`src/rtl/dec1b_pkg.sv`:
```
package dec1b_pkg;
  localparam int COEF_W    = 16;
  localparam int COEF_STEP = 240;
  localparam int COEF_OFS  = 6000;

  // Symmetric triangular tap weight, folded around the centre of the table.
  function automatic logic [COEF_W-1:0] coef_at(input int idx, input int taps);
    int m;
    int v;
    m = (idx < taps / 2) ? idx : (taps - 1 - idx);
    v = (m + 1) * COEF_STEP - COEF_OFS;
    return v[COEF_W-1:0];
  endfunction
endpackage

```
`src/rtl/dec1b_seq.sv`:
```
module dec1b_seq #(
  parameter int DECIM = 32,
  parameter int NACC  = 8,
  localparam int PH_W  = $clog2(DECIM),
  localparam int PTR_W = $clog2(NACC)
) (
  input  logic             clk,
  input  logic             rst_n,
  input  logic             in_fire,
  output logic [PH_W-1:0]  phase,
  output logic [PTR_W-1:0] ptr,
  output logic             group_end,
  output logic             emit_ok
);
  logic [PH_W-1:0]  phase_q, phase_d;
  logic [PTR_W-1:0] ptr_q, ptr_d;
  logic [PTR_W-1:0] fill_q, fill_d;

  assign group_end = (phase_q == PH_W'(DECIM - 1));
  assign emit_ok   = (fill_q == PTR_W'(NACC - 1));
  assign phase     = phase_q;
  assign ptr       = ptr_q;

  always_comb begin
    phase_d = phase_q;
    ptr_d   = ptr_q;
    fill_d  = fill_q;
    if (in_fire) begin
      if (group_end) begin
        phase_d = '0;
        ptr_d   = ptr_q + 1'b1;
        if (!emit_ok) fill_d = fill_q + 1'b1;
      end else begin
        phase_d = phase_q + 1'b1;
      end
    end
  end

  always_ff @(posedge clk or negedge rst_n) begin
    if (!rst_n) begin
      phase_q <= '0;
      ptr_q   <= '0;
      fill_q  <= '0;
    end else if (in_fire) begin
      phase_q <= phase_d;
      ptr_q   <= ptr_d;
      fill_q  <= fill_d;
    end
  end
endmodule

```
`src/rtl/dec1b_coef_bank.sv`:
```
module dec1b_coef_bank
  import dec1b_pkg::*;
#(
  parameter int TAPS  = 256,
  parameter int DECIM = 32,
  localparam int NACC = TAPS / DECIM,
  localparam int PH_W = $clog2(DECIM)
) (
  input  logic [PH_W-1:0]                  phase,
  output logic [NACC-1:0][COEF_W-1:0]      coef_by_age
);
  // One lookup per window age: age g uses tap g*DECIM + phase.
  for (genvar g = 0; g < NACC; g++) begin : g_age
    always_comb begin
      coef_by_age[g] = coef_at(g * DECIM + int'(phase), TAPS);
    end
  end
endmodule

```
`src/rtl/dec1b_acc_bank.sv`:
```
module dec1b_acc_bank
  import dec1b_pkg::*;
#(
  parameter int NACC  = 8,
  parameter int ACC_W = 24,
  localparam int PTR_W = $clog2(NACC)
) (
  input  logic                        clk,
  input  logic                        rst_n,
  input  logic                        in_fire,
  input  logic                        in_bit,
  input  logic [PTR_W-1:0]            ptr,
  input  logic                        group_end,
  input  logic                        emit_ok,
  input  logic [NACC-1:0][COEF_W-1:0] coef_by_age,
  output logic                        out_valid,
  output logic [ACC_W-1:0]            out_data
);
  logic [NACC-1:0][ACC_W-1:0] sum_all;
  logic [PTR_W-1:0]           oldest;
  logic                       emit;
  logic                       vld_q, vld_d;
  logic [ACC_W-1:0]           dat_q, dat_d;

  for (genvar a = 0; a < NACC; a++) begin : g_acc
    logic [PTR_W-1:0] age;
    logic [ACC_W-1:0] coef_ext, term, sum_w, acc_q, acc_d;
    logic [COEF_W-1:0] coef_sel;

    always_comb begin
      age      = ptr - PTR_W'(a);
      coef_sel = coef_by_age[age];
      coef_ext = {{(ACC_W - COEF_W){coef_sel[COEF_W-1]}}, coef_sel};
      term     = in_bit ? coef_ext : (~coef_ext + 1'b1);
      sum_w    = acc_q + term;
      acc_d    = acc_q;
      if (in_fire) begin
        acc_d = (group_end && (age == PTR_W'(NACC - 1))) ? '0 : sum_w;
      end
    end

    always_ff @(posedge clk or negedge rst_n) begin
      if (!rst_n) acc_q <= '0;
      else        acc_q <= acc_d;
    end

    assign sum_all[a] = sum_w;
  end

  assign oldest = ptr + 1'b1;
  assign emit   = in_fire && group_end && emit_ok;

  always_comb begin
    vld_d = emit;
    dat_d = emit ? sum_all[oldest] : dat_q;
  end

  always_ff @(posedge clk or negedge rst_n) begin
    if (!rst_n) begin
      vld_q <= 1'b0;
      dat_q <= '0;
    end else begin
      vld_q <= vld_d;
      dat_q <= dat_d;
    end
  end

  assign out_valid = vld_q;
  assign out_data  = dat_q;
endmodule

```
`src/rtl/dec1b_fir.sv`:
```
module dec1b_fir
  import dec1b_pkg::*;
#(
  parameter int TAPS  = 256,
  parameter int DECIM = 32,
  parameter int ACC_W = 24
) (
  input  logic             clk,
  input  logic             rst_n,
  input  logic             in_valid,
  input  logic             in_bit,
  output logic             out_valid,
  output logic [ACC_W-1:0] out_data
);
  localparam int NACC  = TAPS / DECIM;
  localparam int PH_W  = $clog2(DECIM);
  localparam int PTR_W = $clog2(NACC);

  logic [PH_W-1:0]             phase;
  logic [PTR_W-1:0]            ptr;
  logic                        group_end;
  logic                        emit_ok;
  logic [NACC-1:0][COEF_W-1:0] coef_by_age;

  dec1b_seq #(.DECIM(DECIM), .NACC(NACC)) seq_i (
    .clk       (clk),
    .rst_n     (rst_n),
    .in_fire   (in_valid),
    .phase     (phase),
    .ptr       (ptr),
    .group_end (group_end),
    .emit_ok   (emit_ok)
  );

  dec1b_coef_bank #(.TAPS(TAPS), .DECIM(DECIM)) coef_i (
    .phase       (phase),
    .coef_by_age (coef_by_age)
  );

  dec1b_acc_bank #(.NACC(NACC), .ACC_W(ACC_W)) acc_i (
    .clk         (clk),
    .rst_n       (rst_n),
    .in_fire     (in_valid),
    .in_bit      (in_bit),
    .ptr         (ptr),
    .group_end   (group_end),
    .emit_ok     (emit_ok),
    .coef_by_age (coef_by_age),
    .out_valid   (out_valid),
    .out_data    (out_data)
  );
endmodule

```
`config.mk`:
```
export PLATFORM = sky130hd
export DESIGN_NAME = dec1b_fir
export DESIGN_NICKNAME = d
export VERILOG_FILES = /design/src/rtl/dec1b_pkg.sv /design/src/rtl/dec1b_seq.sv /design/src/rtl/dec1b_coef_bank.sv /design/src/rtl/dec1b_acc_bank.sv /design/src/rtl/dec1b_fir.sv
export SDC_FILE = /design/constraint.sdc
export NUM_CORES = 1
export LEC_CHECK = 0
export ABC_AREA = 0
export BUFFER_PORTS_ARGS = -buffer_cell sky130_fd_sc_hd__buf_2
export CORE_AREA = 5 5 212 214
export CTS_BUF_LIST = sky130_fd_sc_hd__clkbuf_16
export DETAILED_ROUTE_END_ITERATION = 8
export DIE_AREA = 0 0 217 219
export PLACE_DENSITY = 0.76
export SLEW_MARGIN = 20
export SYNTH_ARGS = -nofsm -noshare
export SYNTH_HDL_FRONTEND = slang
export SYNTH_SLANG_ARGS = --single-unit
```
`constraint.sdc`:
```
create_clock -name clk -period 17.1 [get_ports clk]
set_input_delay 0 -clock clk [delete_from_list [all_inputs] [get_ports clk]]
set_output_delay 0 -clock clk [all_outputs]
set_load 0.005 [all_outputs]
```
# Yosys cells after proc, flatten, opt, wreduce, memory -nomap -nowiden
# Cells that the tools add are included.
[totals]
ff_bits = 228
input_bits = 4
out_inout_bits = 25
elab_cells = 169
[classes]
addsub = 57
n_mul = 8
n_lt_le_gt_ge = 17
n_eq_ne = 10
mux = 43
bitwise = 9
reduce_logical = 12
[ops]
columns = ["operator", "count"]
rows = [
  ["$mux W24", 17],
  ["$bmux W16 S3", 8],
  ["$add A32 B2 Y32 const B", 8],
  ["$mul A32 B5 Y12 const B", 8],
  ["$mux W32", 8],
  ["$lt A32 B9 Y1 const B", 7],
  ["$sub A9 B32 Y32 const A", 7],
  ["$add A24 B1 Y24 const B", 8],
  ["$add A24 B24 Y24", 8],
  ["$not A24 Y24", 8],
  ["$mux W16", 8],
  ["$sub A16 B14 Y16 const B", 8],
  ["$bmux W24 S3", 1],
  ["$add A8 B5 Y9 const A", 4],
  ["$lt A3 B4 Y1 const B", 9],
  ["$eq A3 B3 Y1 const B", 9],
  ["$add A7 B5 Y8 const A", 2],
  ["$sub A3 B3 Y3 const B", 4],
  ["$logic_and A1 B1 Y1", 10],
  ["$sub A8 B5 Y9 const A", 1],
  ["$lt A5 B8 Y1 const B", 1],
  ["$add A6 B5 Y7 const A", 1],
  ["$add A3 B1 Y3 const B", 2],
  ["$sub A3 B2 Y3 const B", 2],
  ["other kinds (7)", 7],
]

# Logic depth before layout (Yosys ltp)
[depth]
word_depth = 14
mapped_depth = 40
mapped_depth_nobuf = 38

# Hierarchy
# Synthesis repeated with hierarchy kept, for this count alone.
[unflattened]
hier_cells = 3809
hier_area_um2 = 34306.7
[modules_own_cells]
columns = ["module", "n_inst", "cells_each", "area_each_um2", "seq_area_each_um2"]
rows = [
  ["dec1b_acc_bank", 1, 3101, 28562.4, 5430.2],
  ["dec1b_coef_bank", 1, 668, 5187.5, 0.0],
  ["dec1b_seq", 1, 40, 556.8, 275.3],
]

# Least setup slack after synthesis
# No wires, ideal clock.
[synth_path]
path_type = "register -> register"
startpoint = "register seq_i.phase_q[0] (netlist: seq_i.phase[0])"
endpoint = "register acc_i.dat_q[23] (netlist: acc_i.out_data[23])"
setup_time_ps = 73
arrival_time_ps = 8514
required_time_ps = 17027
slack_ps = 8513
path_stages_with_launch = 36
n_path_buf = 1
synth_period_minus_slack_ps = 8587
path_cell_list = "dfrtp_1 buf_4 inv_2 ha_1 nand2_1 or2_2 and2_1 ha_1 inv_1 fa_1 inv_1 fa_1 inv_1 ha_1 and3_1 a22oi_1 o2bb2ai_1 xnor2_1 o21bai_1 xnor2_1 mux2_2 mux4_2 nor3b_1 nor2_1 xnor2_1 ha_1 or4_1 nor2_1 o21ai_0 a21o_1 a21oi_1 o31ai_1 a2111o_1 nor4_1 a32oi_1 a21oi_2"
[synth_via]
elab_chain_cells = 14
word_cells_on_any_way = 108
cone_classes = "add/sub: 47; mul: 8; order compare: 8; eq/ne: 1; mux: 34; bitwise: 8; reduce/logical: 2"
[synth_lines]
columns = ["element", "line", "source"]
rows = [
  ["start: declaration", "dec1b_seq.sv:15", "logic [PH_W-1:0] phase_q, phase_d;"],
  ["start signal: assignment", "dec1b_seq.sv:45", "phase_q <= phase_d;"],
  ["$add A8 B5 Y9 (tied with other cells)", "dec1b_coef_bank.sv:15", "coef_by_age[g] = coef_at(g * DECIM + int'(phase), TAPS);"],
  ["$sub A9 B32 Y32 or $lt A32 B9 Y1 (tied branches)", "dec1b_pkg.sv:10", "m = (idx < taps / 2) ? idx : (taps - 1 - idx);"],
  ["$mux W32", "dec1b_pkg.sv:10", ""],
  ["$add A32 B2 Y32", "dec1b_pkg.sv:11", "v = (m + 1) * COEF_STEP - COEF_OFS;"],
  ["$mul A32 B5 Y12", "dec1b_pkg.sv:11", ""],
  ["$sub A16 B14 Y16", "dec1b_pkg.sv:11", ""],
  ["$bmux W16 S3", "dec1b_acc_bank.sv:32", "coef_sel = coef_by_age[age];"],
  ["$mux W16 (implied by the code)", "dec1b_acc_bank.sv:32", ""],
  ["$not A24 Y24", "dec1b_acc_bank.sv:34", "term = in_bit ? coef_ext : (~coef_ext + 1'b1);"],
  ["$add A24 B1 Y24", "dec1b_acc_bank.sv:34", ""],
  ["$mux W24", "dec1b_acc_bank.sv:34", ""],
  ["$add A24 B24 Y24", "dec1b_acc_bank.sv:35", "sum_w = acc_q + term;"],
  ["$bmux W24 S3", "dec1b_acc_bank.sv:55", "dat_d = emit ? sum_all[oldest] : dat_q;"],
  ["$mux W24 (implied by the code)", "dec1b_acc_bank.sv:55", ""],
  ["end signal: assignment", "dec1b_acc_bank.sv:64", "dat_q <= dat_d;"],
  ["end: declaration", "dec1b_acc_bank.sv:23", "logic [ACC_W-1:0] dat_q, dat_d;"],
]
# Several ways; a longest one is shown, not always the timed one. The select of a mux whose other input is x is not followed.
# A chain may end at the register's enable or synchronous reset.

# Worst setup path after layout
[layout_path]
startpoint = "register seq_i.phase_q[0] (netlist: seq_i.phase[0])"
endpoint = "register acc_i.dat_q[22] (netlist: acc_i.out_data[22])"
# The elaborated chain is that of the path after synthesis.

==> reports/results.tsv <==
stage	metric	value	unit
yosys	post-synthesis mux area share	9.24	%
sta	RSZ-0062 raised after global routing	no	
floorplan	initial cell density of the core	59.6	%
floorplan	num rows	76	
global_routing	gr ovfl total	0	
worst_setup_path	Max Fanout on Critical Path	22	
sta	skew final	12.0	ps
sta	Rel. slew slack	15.9	%
yosys	fraction of the mapped netlist area in adder cells	16.3	%
flow_run	max_cap viols	0	
floorplan	DIE AREA	47500	µm²
sta	crit share post-route	64.1	%
cts	worst-skew pair later-pin latency	480	ps
worst_setup_path	CP max stage delay	910	ps
placement	placed cell count	3474	
yosys	Mapped Avg Cell Area	8.46	µm²
worst_setup_path	CP endpoint kind	flip-flop	
worst_setup_path	CP Launch Type	flip-flop	
worst_setup_path	Setup crit start	seq_i.phase[0]	
sta	post-layout min period	10960	ps
cts	Clock Tree Buf Depth	2	
cts	clock sinks	192	
yosys	Synth cell types	99	
sta	final hold viol count	0	
worst_setup_path	Setup Crit Path Kind	flip-flop to flip-flop	
yosys	Yosys reg bits	192	
drt	M1 WL	35800	µm
worst_setup_path	Worst Path Required	17490	ps
yosys	leading post-synthesis cells by cell area	dfrtp_1 19%, ha_1 13%, xnor2_1 6.3%, mux4_2 5.2%, xor2_1 4.9%	
drt	drt pass-1 iters	7	
cts	CTS root buffer	clkbuf_16	
worst_setup_path	Slowest-stage cell, CP	dfrtp_1	
cells_and_area	# diodes	0	
drt	# DRC	0	
yosys	post-synthesis cell count	3008	
drt	met2 routed WL	37700	µm
drt	wire per inst	24.5	µm
cells_and_area	NumNets Final	3263	
cts	CTS tree	yes	
sta	total negative slack	0	ps
yosys	biggest area consumer among synthesized cells	dfrtp_1	
yosys	register area share after synthesis	18.9	%
drt	Met3 Wirelength	7350	µm
drt	vias	23786	
worst_setup_path	Worst R2R Start	seq_i.phase[0]	
placement	Port Buf Inserts	24	
cts	Clock transition at path regs	70	ps
placement	post-DP HPWL	66300	µm
floorplan	Chip Width	217	µm
cells_and_area	share of cells above drive strength 1	8.75	%
global_routing	Total Routing Usage GR	35.4	%
drt	routed vias/inst	6.78	
cells_and_area	final std cells w/o fill	3507	
cells_and_area	Final Util	62.2	%
yosys	xor/xnor share of the synthesized area	11.3	%
global_routing	global-route wire length before repair	132000	µm
floorplan	die height	219	µm
drt	initial drt markers	2548	
yosys	Post-synth EDFFs	0	
cts	TritonCTS Buffers	17	
sta	worst slew pin tran	1250	ps
yosys	Synth Flop Type	dfrtp_1	
yosys	Mapped Area	25400	µm²
yosys	largest family of logic cells by synthesized area	compound AO/OA/AOI/OAI gates	
yosys	Async S/R FF share, synth	100	%
hold_path	Hold WC Path Type	input port to asynchronous set/reset pin	
drt	post-route antenna net violation count	0	
yosys	post-synthesis compound-gate area fraction	24.0	%
placement	RD Place Congestion	1.02	
floorplan	Core Box Area	42700	µm²
cts	setup bufs post-CTS	0	
cells_and_area	Area Overhead vs Synth	4.46	%
yosys	Syn. warnings	0	
sta	Max Clk Rate	91.2	MHz
yosys	top cell type's share of synthesized area	18.9	%
global_routing	pin count of the biggest net entering global routing	71	
drt	routed wire length	85900	µm
yosys	Synth Area in Simple Gates	15.2	%
worst_setup_path	CP arrival	11350	ps
cts	post_cts resized	0	
sta	Slew Viols, Final	0	
floorplan	I/O pins	29	
global_routing	antenna violations before repair	1	
sta	Final Setup Violations	0	
drt	highest routed layer	met4	
global_routing	number of global-route vias before repair	22823	
cts	H-tree levels	4	
outcome	status	finished, final reports clean	
==> cell usage after synthesis (all sizes together) (7+ instances only) <==
library cell	instances
a21oi	196
nor4	14
o21bai	24
xnor2	184
a211oi	30
a21boi	18
a21o	51
nor3b	16
nor2b	37
nand3	70
clkbuf	99
ha	274
nand2	205
inv	179
o221ai	7
nor2	241
a31o	10
a22o	34
a31oi	29
and2	24
o211ai	16
o21a	24
a311oi	9
or2	20
dfrtp	192
and3	29
a2111oi	7
mux2i	57
o2bb2ai	103
a211o	9
nor3	69
buf	45
xor2	142
fa	36
nand4	12
mux2	40
o21ai	201
o2111ai	8
nand2b	32
o22ai	18
mux4	59
o31ai	24
or3	16
==> layout make-up <==
type,instances,area (µm²)
clock buffers,17,425
well taps,546,683
multi-input cells,2494,19400
repair buffers,63,429
inverters,181,682
fillers,3712,16100
flip-flops and latches,192,4810
clock inverters,14,124
==> per-layer routing <==
layer | global-route usage [%] | vias to the layer above
li1 | - | 10869
met1 | 47.5 | 11471
met2 | 55.3 | 1188
met3 | 6.65 | 258
met4 | 17.4 | 0
met5 | 0 | -
==> repair_timing <==
action	in CTS	in global routing
setup endpoints to repair	0	0
hold buffers	2	0
hold endpoints to repair	68	0
==> through the flow <==
step	instance area [µm²]	hold WS (ps)	setup slack, ps
2_1_floorplan	25400	-296	8510
3_3_place_gp	26000	39.1	6710
3_5_place_dp	26000	39.8	6510
4_1_cts	26600	112	6440
5_1_grt	26600	142	5580
6_report	26600	76.4	6140
==> cells by family (layout without fill, tap and decap cells) <==
logic type / after synthesis / in the layout
xor gates and xnor gates: 326 / 326
DFF: 192 / 192
buffers and inverters: 325 / 275
muxes: 156 / 156
other: 1 / 4
adders and majority gates: 310 / 310
AOI/OAI and AO/OA: 892 / 892
and+or+nand+nor: 806 / 806
==> worst paths after layout <==
path	endpoint	slack, ps	depth (start not counted)
min reg2reg	acc_i.out_data[14]	480	2
min in group clk	acc_i.out_data[14]	480	2
max reg2reg	acc_i.out_data[22]	6140	32
max in group asynchronous	acc_i.g_acc[1].acc_q[23]	15470	3
min	acc_i.g_acc[4].acc_q[20]	80	2
max	acc_i.out_data[22]	6140	32
==> registers in the layout (all words and copies together), names as in the netlist <==
signal / cells
acc_i.out_data: 20
seq_i.phase: 5
seq_i.fill_q: 3
acc_i.g_acc.acc_q: 160
seq_i.ptr: 3
acc_i.out_valid: 1
==> cell usage in the layout, fill, tap and decap left out, types with 17 or more instances in the layout <==
cell type  count
o22ai_1       18
o31ai_1       22
xnor2_1      181
a21oi_1      191
nand3_1       70
dfrtp_1      190
nor3_1        68
and3_1        29
nor2_1       241
ha_1         272
a22o_1        34
or2_2         18
mux4_2        59
buf_2         22
mux2_2        37
o21a_1        24
nand2_1      204
fa_1          36
xor2_1       140
o2bb2ai_1    103
inv_1        174
clkbuf_16     17
buf_4         38
a21o_1        51
o21bai_1      24
nand2b_1      30
nor2b_1       37
o21ai_0      182
mux2i_1       57
a211oi_1      26
a31oi_1       29
and2_1        23
==> critical path, delay by kind of cell, from the launching register on <==
| kind | cells | cell delay (ps) |
|---|---|---|
| compound gates | 11 | 3770 |
| xor+xnor | 4 | 1080 |
| fa+ha+maj | 5 | 2110 |
| buf+inv | 3 | 400 |
| flops | 1 | 910 |
| mux | 3 | 990 |
| simple gates | 6 | 1580 |
Power is left out: the tool's default activity adds up to more than one toggle a clock period on the data nets, which glitch-free logic cannot reach.
